### config.mk
export PLATFORM = sky130hd
export DESIGN_NAME = shift_operand_gen
export DESIGN_NICKNAME = d
export VERILOG_FILES = /design/src/rtl/shift_operand_gen_pkg.sv /design/src/rtl/sog_src_select.sv /design/src/rtl/sog_imm_rotator.sv /design/src/rtl/sog_shifter.sv /design/src/rtl/shift_operand_gen.sv
export SDC_FILE = /design/constraint.sdc
export NUM_CORES = 1
export LEC_CHECK = 0
export BUFFER_PORTS_ARGS = -buffer_cell sky130_fd_sc_hd__buf_2
export CAP_MARGIN = 5
export CORE_AREA = 5 5 137 139
export DETAILED_ROUTE_END_ITERATION = 8
export DIE_AREA = 0 0 142 144
export MAX_ROUTING_LAYER = met4
export PLACE_DENSITY_LB_ADDON = 0.12
export SETUP_SLACK_MARGIN = 0.4
export SLEW_MARGIN = 20
export SYNTH_ARGS = -nofsm -noshare
export SYNTH_HDL_FRONTEND = slang
export SYNTH_HIERARCHICAL = 1
export SYNTH_SLANG_ARGS = --single-unit
### constraint.sdc
create_clock -name vclk -period 12
set_input_delay 3 -clock vclk [all_inputs]
set_output_delay 3 -clock vclk [all_outputs]
set_load 0.1 [all_outputs]
### src/rtl/shift_operand_gen_pkg.sv
package shift_operand_gen_pkg;

    localparam int XLEN       = 32;
    localparam int IDX_W      = 4;
    localparam int IMM_W      = 8;
    localparam int ROT_W      = 4;
    localparam int SHAMT_W    = $clog2(XLEN);

    // Instruction field positions decoded by this block.
    localparam int IMM_FLAG_BIT = 25;
    localparam int SETF_BIT     = 20;
    localparam int ROT_LSB      = 8;
    localparam int KIND_LSB     = 5;
    localparam int SRC_LSB      = 0;

    typedef enum logic [1:0] {
        SK_LSL = 2'b00,
        SK_LSR = 2'b01,
        SK_ASR = 2'b10,
        SK_ROR = 2'b11
    } shift_kind_e;

    typedef struct packed {
        logic [XLEN-1:0] operand;
        logic            carry;
        logic            carry_wr;
    } opnd_res_t;

endpackage

### src/rtl/sog_src_select.sv
module sog_src_select #(
    parameter int XLEN     = 32,
    parameter int IDX_W    = 4,
    parameter int PC_AHEAD = 4
) (
    input  logic [IDX_W-1:0] idx,
    input  logic [XLEN-1:0]  rf_data,
    input  logic [XLEN-1:0]  pc_view,
    output logic [XLEN-1:0]  value
);
    localparam logic [IDX_W-1:0] PC_IDX   = {IDX_W{1'b1}};
    localparam logic [XLEN-1:0]  PC_BUMP  = XLEN'(PC_AHEAD);

    always_comb begin
        if (idx == PC_IDX) value = pc_view + PC_BUMP;
        else               value = rf_data;
    end
endmodule

### src/rtl/sog_imm_rotator.sv
module sog_imm_rotator #(
    parameter int XLEN  = 32,
    parameter int IMM_W = 8,
    parameter int ROT_W = 4
) (
    input  logic [IMM_W-1:0] imm,
    input  logic [ROT_W-1:0] rot,
    input  logic             cin,
    output logic [XLEN-1:0]  value,
    output logic             cout
);
    localparam int AMT_W = ROT_W + 1;

    logic [XLEN-1:0]   imm_ext;
    logic [2*XLEN-1:0] dbl;
    logic [AMT_W-1:0]  amt;

    always_comb begin
        imm_ext = {{(XLEN-IMM_W){1'b0}}, imm};
        amt     = {rot, 1'b0};
        dbl     = {imm_ext, imm_ext} >> amt;
        value   = dbl[XLEN-1:0];
        cout    = (rot == '0) ? cin : value[XLEN-1];
    end
endmodule

### src/rtl/sog_shifter.sv
module sog_shifter
    import shift_operand_gen_pkg::*;
#(
    parameter int XLEN    = 32,
    parameter int SHAMT_W = 5
) (
    input  logic [XLEN-1:0]    value_in,
    input  shift_kind_e        kind,
    input  logic [SHAMT_W-1:0] amt,
    input  logic               cin,
    output logic [XLEN-1:0]    value_out,
    output logic               cout
);
    logic [XLEN:0]     ext_d;
    logic [2*XLEN-1:0] dbl_d;

    always_comb begin
        ext_d     = '0;
        dbl_d     = '0;
        value_out = value_in;
        cout      = cin;
        if (amt != '0) begin
            unique case (kind)
                SK_LSL: begin
                    ext_d     = {1'b0, value_in} << amt;
                    value_out = ext_d[XLEN-1:0];
                    cout      = ext_d[XLEN];
                end
                SK_LSR: begin
                    ext_d     = {value_in, 1'b0} >> amt;
                    value_out = ext_d[XLEN:1];
                    cout      = ext_d[0];
                end
                SK_ASR: begin
                    ext_d     = $unsigned($signed({value_in, 1'b0}) >>> amt);
                    value_out = ext_d[XLEN:1];
                    cout      = ext_d[0];
                end
                SK_ROR: begin
                    dbl_d     = {value_in, value_in} >> amt;
                    value_out = dbl_d[XLEN-1:0];
                    cout      = dbl_d[XLEN-1];
                end
                default: begin
                    value_out = value_in;
                    cout      = cin;
                end
            endcase
        end
    end
endmodule

### src/rtl/shift_operand_gen.sv
module shift_operand_gen
    import shift_operand_gen_pkg::*;
#(
    parameter int PC_AHEAD = 4
) (
    input  logic [XLEN-1:0]    instr,
    output logic [IDX_W-1:0]   src_idx,
    input  logic [XLEN-1:0]    src_data,
    input  logic [XLEN-1:0]    pc_view,
    input  logic [SHAMT_W-1:0] shamt,
    input  logic               carry_in,
    output logic [XLEN-1:0]    operand,
    output logic               carry_out,
    output logic               carry_wr
);
    logic [XLEN-1:0] src_val;
    logic [XLEN-1:0] imm_val;
    logic            imm_c;
    logic [XLEN-1:0] sh_val;
    logic            sh_c;
    shift_kind_e     kind;
    opnd_res_t       res_d;

    assign src_idx = instr[SRC_LSB +: IDX_W];
    assign kind    = shift_kind_e'(instr[KIND_LSB +: 2]);

    sog_src_select #(
        .XLEN(XLEN), .IDX_W(IDX_W), .PC_AHEAD(PC_AHEAD)
    ) u_src (
        .idx     (src_idx),
        .rf_data (src_data),
        .pc_view (pc_view),
        .value   (src_val)
    );

    sog_imm_rotator #(
        .XLEN(XLEN), .IMM_W(IMM_W), .ROT_W(ROT_W)
    ) u_imm (
        .imm   (instr[IMM_W-1:0]),
        .rot   (instr[ROT_LSB +: ROT_W]),
        .cin   (carry_in),
        .value (imm_val),
        .cout  (imm_c)
    );

    sog_shifter #(
        .XLEN(XLEN), .SHAMT_W(SHAMT_W)
    ) u_shf (
        .value_in  (src_val),
        .kind      (kind),
        .amt       (shamt),
        .cin       (carry_in),
        .value_out (sh_val),
        .cout      (sh_c)
    );

    always_comb begin
        res_d          = '0;
        res_d.carry_wr = instr[SETF_BIT];
        if (instr[IMM_FLAG_BIT]) begin
            res_d.operand = imm_val;
            res_d.carry   = imm_c;
        end else begin
            res_d.operand = sh_val;
            res_d.carry   = sh_c;
        end
    end

    assign operand   = res_d.operand;
    assign carry_out = res_d.carry;
    assign carry_wr  = res_d.carry_wr;

endmodule

==> flow_summary.json, run 1 <==
{
  "status": "complete, but fails checks",
  "violations": "design-rule violations",
  "routed_via_count": 12477,
  "chipWidth_um": 142,
  "min_path_type": "primary input to output port",
  "cp-start-kind": "primary input",
  "grt_pass1_vias": 11283,
  "final_layout_size_suffix_gt1_share_pct": 24.0,
  "gp_congestion": 1.19,
  "worst_slew_pin_slew_ns": 1.21,
  "count_of_mapped_cells_out_of_synthesis": 1306,
  "layout.cells.most_common": "sky130_fd_sc_hd__nand2_1",
  "netlist_area_mm2": 0.00938,
  "coreArea_mm2": 0.0175,
  "critical_path_arrival_ns": 8.13,
  "setup.worst_path.end_class": "output port",
  "areaGrowthSynthToFinish_pct": 5.04,
  "whs_ns": 6.00,
  "synth_sequential_area_ratio_pct": 0,
  "synthesized_net_count": 1409,
  "std_cell_rows": 49,
  "grt_pass1_wl_um": 74800,
  "detail_route.iter0.violations": 2736,
  "finalCritPeriodShare_pct": 92.7,
  "period_needed_ns": 11.13,
  "synth.avg_cell_area_um2": 7.18,
  "cap_viol_max_count": 0,
  "final_antenna_net_count": 0,
  "dp_hpwl_um": 36800,
  "postCtsHoldBufs": 0,
  "dp.cells": 1552,
  "layout.nets": 1428,
  "io_pins": 140,
  "unrepaired_setup_endpoints_after_global_routing": "no",
  "nClkBuffers": 0,
  "place.port_buffers": 120,
  "drt-wirelength-per-cell_um": 33.4,
  "routed_wl_um": 52000,
  "floorplan.initialDensity_pct": 53.5,
  "dieHeight_um": 144,
  "design.die.area_mm2": 0.0204,
  "timing_worst_setup_path_type": "primary input to output port",
  "setup_violations": 0,
  "sequential_cell_total": 0,
  "finalSetupTns_ns": 0,
  "critical_path_peak_fanout": 13,
  "max_clock_freq_ghz": 0.0899,
  "final_hold_viol_count": 0,
  "layout_common_cells": "171 x sky130_fd_sc_hd__nand2_1, 121 x sky130_fd_sc_hd__mux2i_1, 117 x sky130_fd_sc_hd__buf_2",
  "vias_per_cell": 8.02,
  "global_route.overflow_total": 0,
  "cts_setup_buffers": 0,
  "detailedRoute.firstPassIterationCount": 9,
  "multiInputGateArea_mm2": 0.00845,
  "grt_start_max_net_pins": 77,
  "layout.filler_cells": 1775,
  "drt_drc_violations_left": 1,
  "max_slew_margin_pct": 18.9,
  "distinct_cell_type_count_of_the_synthesized_netlist": 90,
  "synth-warning-count": 6,
  "postCtsResizedCells": 0,
  "final-max-slew-violation-count": 0,
  "global_route_usage_over_all_layers_pct": 49.8,
  "required_ns": 9.00,
  "antenna_found_initial": 4,
  "register_area_um2": 0,
  "final_cells": 1556
}
==> metal layers <==
metal / up-vias / track usage [%] / share of wire [%] / wire [µm]
li1: 5088 / - / - / -
met1: 5767 / 61.1 / 36 / 18500
met2: 1264 / 68.4 / 39 / 20200
met3: 358 / 22.7 / 17 / 9050
met4: 0 / 25.4 / 8.2 / 4250
met5: - / - / 0 / 0
==> logic make-up after synthesis <==
group,count (synthesis),synth area share [%]
xor+xnor,13,1.21
buf+inv,173,9.98
compound gates,386,28.5
mux,242,35.0
fa+ha+maj,1,0.133
simple gates,491,25.2
==> metrics by stage <==
| step | util, % | instance area (µm²) | setup slack [ns] |
|---|---|---|---|
| 5_1_grt | 56.2 | 9850 | 0.613 |
| 3_5_place_dp | 56.1 | 9840 | 1.30 |
| 4_1_cts | 56.1 | 9840 | 1.28 |
| 2_1_floorplan | - | 9380 | 2.50 |
| 6_report | 56.2 | 9850 | 0.873 |
| 3_3_place_gp | 56.1 | 9840 | 1.30 |
==> cells in the mapped netlist (13+ instances only) <==
master	n	area (µm²)
sky130_fd_sc_hd__a22oi_1	29	218
sky130_fd_sc_hd__nand2b_1	18	113
sky130_fd_sc_hd__buf_4	13	97.6
sky130_fd_sc_hd__nand2_1	171	642
sky130_fd_sc_hd__clkbuf_1	73	274
sky130_fd_sc_hd__mux2i_1	121	1210
sky130_fd_sc_hd__a21oi_1	60	300
sky130_fd_sc_hd__nor2_1	107	402
sky130_fd_sc_hd__mux4_2	41	923
sky130_fd_sc_hd__mux2_2	38	428
sky130_fd_sc_hd__a31oi_1	29	181
sky130_fd_sc_hd__nor2b_1	15	93.8
sky130_fd_sc_hd__nor3_1	27	135
sky130_fd_sc_hd__nand3_1	55	275
sky130_fd_sc_hd__buf_6	14	158
sky130_fd_sc_hd__mux2_4	33	495
sky130_fd_sc_hd__o211ai_1	24	180
sky130_fd_sc_hd__o22ai_1	43	269
sky130_fd_sc_hd__a211oi_1	16	120
sky130_fd_sc_hd__o21ai_0	65	325
sky130_fd_sc_hd__buf_2	43	215
==> final timing paths <==
check                 cells after the start     endpoint       start  slack (ns)
worst max-delay path                     13  operand[29]  pc_view[2]        0.87
worst min-delay path                      0     carry_wr   instr[20]        6.00
==> cell type report <==
type                       instances  share of cell area (%)
antenna                            4                   0.102
timing repair buffer             176                    10.6
tap                              229                    2.91
multi-input combinational       1133                    85.8
inverter                          14                   0.534
==> critical path, cell delays in order <==
cell	delay, ns
sky130_fd_sc_hd__buf_2	0.11
sky130_fd_sc_hd__ha_1	0.24
sky130_fd_sc_hd__nand3_1	0.24
sky130_fd_sc_hd__or3_1	0.55
sky130_fd_sc_hd__o311ai_0	0.41
sky130_fd_sc_hd__nand3_1	0.73
sky130_fd_sc_hd__mux4_1	0.79
sky130_fd_sc_hd__mux2i_1	0.72
sky130_fd_sc_hd__a2111oi_0	0.26
sky130_fd_sc_hd__a311oi_1	0.29
sky130_fd_sc_hd__a311oi_1	0.13
sky130_fd_sc_hd__mux2_2	0.35
sky130_fd_sc_hd__buf_2	0.30
==> run 2, diff against run 1 <==
==> constraint.sdc (replaced) <==
create_clock -name vclk -period 13.9
set_input_delay 3.475 -clock vclk [all_inputs]
set_output_delay 3.475 -clock vclk [all_outputs]
set_load 0.1 [all_outputs]
==> flow_summary.json, run 2 (same netlist as run 1, synthesis figures left out) <==
{
  "postCtsHoldBufs": 0,
  "layout.cells.most_common": "sky130_fd_sc_hd__nand2_1",
  "final_antenna_net_count": 0,
  "routed_wl_um": 53700,
  "grt_start_max_net_pins": 103,
  "vias_per_cell": 8.23,
  "nClkBuffers": 0,
  "multiInputGateArea_mm2": 0.00846,
  "final_hold_viol_count": 0,
  "detail_route.iter0.violations": 2314,
  "global_route.overflow_total": 0,
  "place.port_buffers": 120,
  "status": "finished clean",
  "final-max-slew-violation-count": 0,
  "layout.nets": 1423,
  "required_ns": 10.43,
  "sequential_cell_total": 0,
  "postCtsResizedCells": 0,
  "layout.filler_cells": 1706,
  "drt_drc_violations_left": 0,
  "io_pins": 140,
  "cts_setup_buffers": 0,
  "worst_slew_pin_slew_ns": 1.38,
  "final_layout_size_suffix_gt1_share_pct": 23.7,
  "design.die.area_mm2": 0.0204,
  "detailedRoute.firstPassIterationCount": 8,
  "cp-start-kind": "primary input",
  "layout_common_cells": "171 x sky130_fd_sc_hd__nand2_1, 121 x sky130_fd_sc_hd__mux2i_1, 117 x sky130_fd_sc_hd__buf_2",
  "setup.worst_path.end_class": "output port",
  "chipWidth_um": 142,
  "min_path_type": "primary input to output port",
  "timing_worst_setup_path_type": "primary input to output port",
  "period_needed_ns": 12.18,
  "finalCritPeriodShare_pct": 87.6,
  "antenna_found_initial": 0,
  "max_clock_freq_ghz": 0.0821,
  "register_area_um2": 0,
  "floorplan.initialDensity_pct": 53.5,
  "gp_congestion": 1.20,
  "setup_violations": 0,
  "std_cell_rows": 49,
  "areaGrowthSynthToFinish_pct": 4.79,
  "cap_viol_max_count": 0,
  "dieHeight_um": 144,
  "max_slew_margin_pct": 7.44,
  "dp_hpwl_um": 38000,
  "critical_path_arrival_ns": 8.70,
  "unrepaired_setup_endpoints_after_global_routing": "no",
  "critical_path_peak_fanout": 12,
  "grt_pass1_vias": 11176,
  "routed_via_count": 12757,
  "grt_pass1_wl_um": 75700,
  "drt-wirelength-per-cell_um": 34.6,
  "coreArea_mm2": 0.0175,
  "finalSetupTns_ns": 0,
  "global_route_usage_over_all_layers_pct": 51.1
}
run 2: changes by cell type in the layout (fill, tap and decap cells not counted):
cell                      change
sky130_fd_sc_hd__buf_4        -6
sky130_fd_sc_hd__o21ai_2      +1
sky130_fd_sc_hd__nor2_1       +1
sky130_fd_sc_hd__o21ai_1      -1
sky130_fd_sc_hd__nor2_2       -1
sky130_fd_sc_hd__buf_12       +1
run 2: cell type report:
cell class / count / area share [%]
antenna: 4 / 0.102
tap: 229 / 2.92
timing repair buffer: 171 / 10.4
inverter: 14 / 0.535
multi-input combinational: 1133 / 86.1
run 2: critical path, stage by stage:
cell and delay (ns):
sky130_fd_sc_hd__buf_2 0.15, sky130_fd_sc_hd__nand4_1 0.22, sky130_fd_sc_hd__or4_4 0.65, sky130_fd_sc_hd__or4_1 0.55, sky130_fd_sc_hd__a31oi_2 0.79, sky130_fd_sc_hd__buf_4 0.33
sky130_fd_sc_hd__mux2i_1 0.25, sky130_fd_sc_hd__mux2i_1 0.41, sky130_fd_sc_hd__mux2i_1 0.18, sky130_fd_sc_hd__o211ai_1 0.20, sky130_fd_sc_hd__o21ai_0 0.11, sky130_fd_sc_hd__a2111oi_1 0.70
sky130_fd_sc_hd__mux2_4 0.26, sky130_fd_sc_hd__buf_2 0.42
run 2: metrics by stage:
| stage | util [%] | cell area (µm²) | std cells | setup slack (ns) | hold slack (ns) |
|---|---|---|---|---|---|
| finish | 56.0 | 9820 | 1551 | 1.72 | 6.95 |
| global route | 56.0 | 9810 | 1547 | 1.75 | 6.95 |
| CTS | 56.0 | 9810 | 1547 | 2.07 | 6.95 |
| detailed placement | 56.0 | 9810 | 1547 | 2.07 | 6.95 |
| global placement | 56.0 | 9810 | 1547 | 2.09 | 6.95 |
| floorplan | - | 9380 | 1306 | 3.45 | 7.16 |
run 2: path summary, 6_finish.rpt:
kind | start | to | slack [ns] | depth (start not counted)
worst max-delay path | pc_view[10] | operand[9] | 1.72 | 14
worst min-delay path | instr[20] | carry_wr | 6.95 | 0
run 2: routing by layer:
metal	vias to the layer above	track usage [%]	part of all wire, %	wire length, µm
met1	5883	61.9	34	18300
met2	1373	70.7	39	20800
met3	419	20.9	18	9690
met4	0	30.1	9.1	4880
li1	5082	-	-	-
met5	-	-	0	0
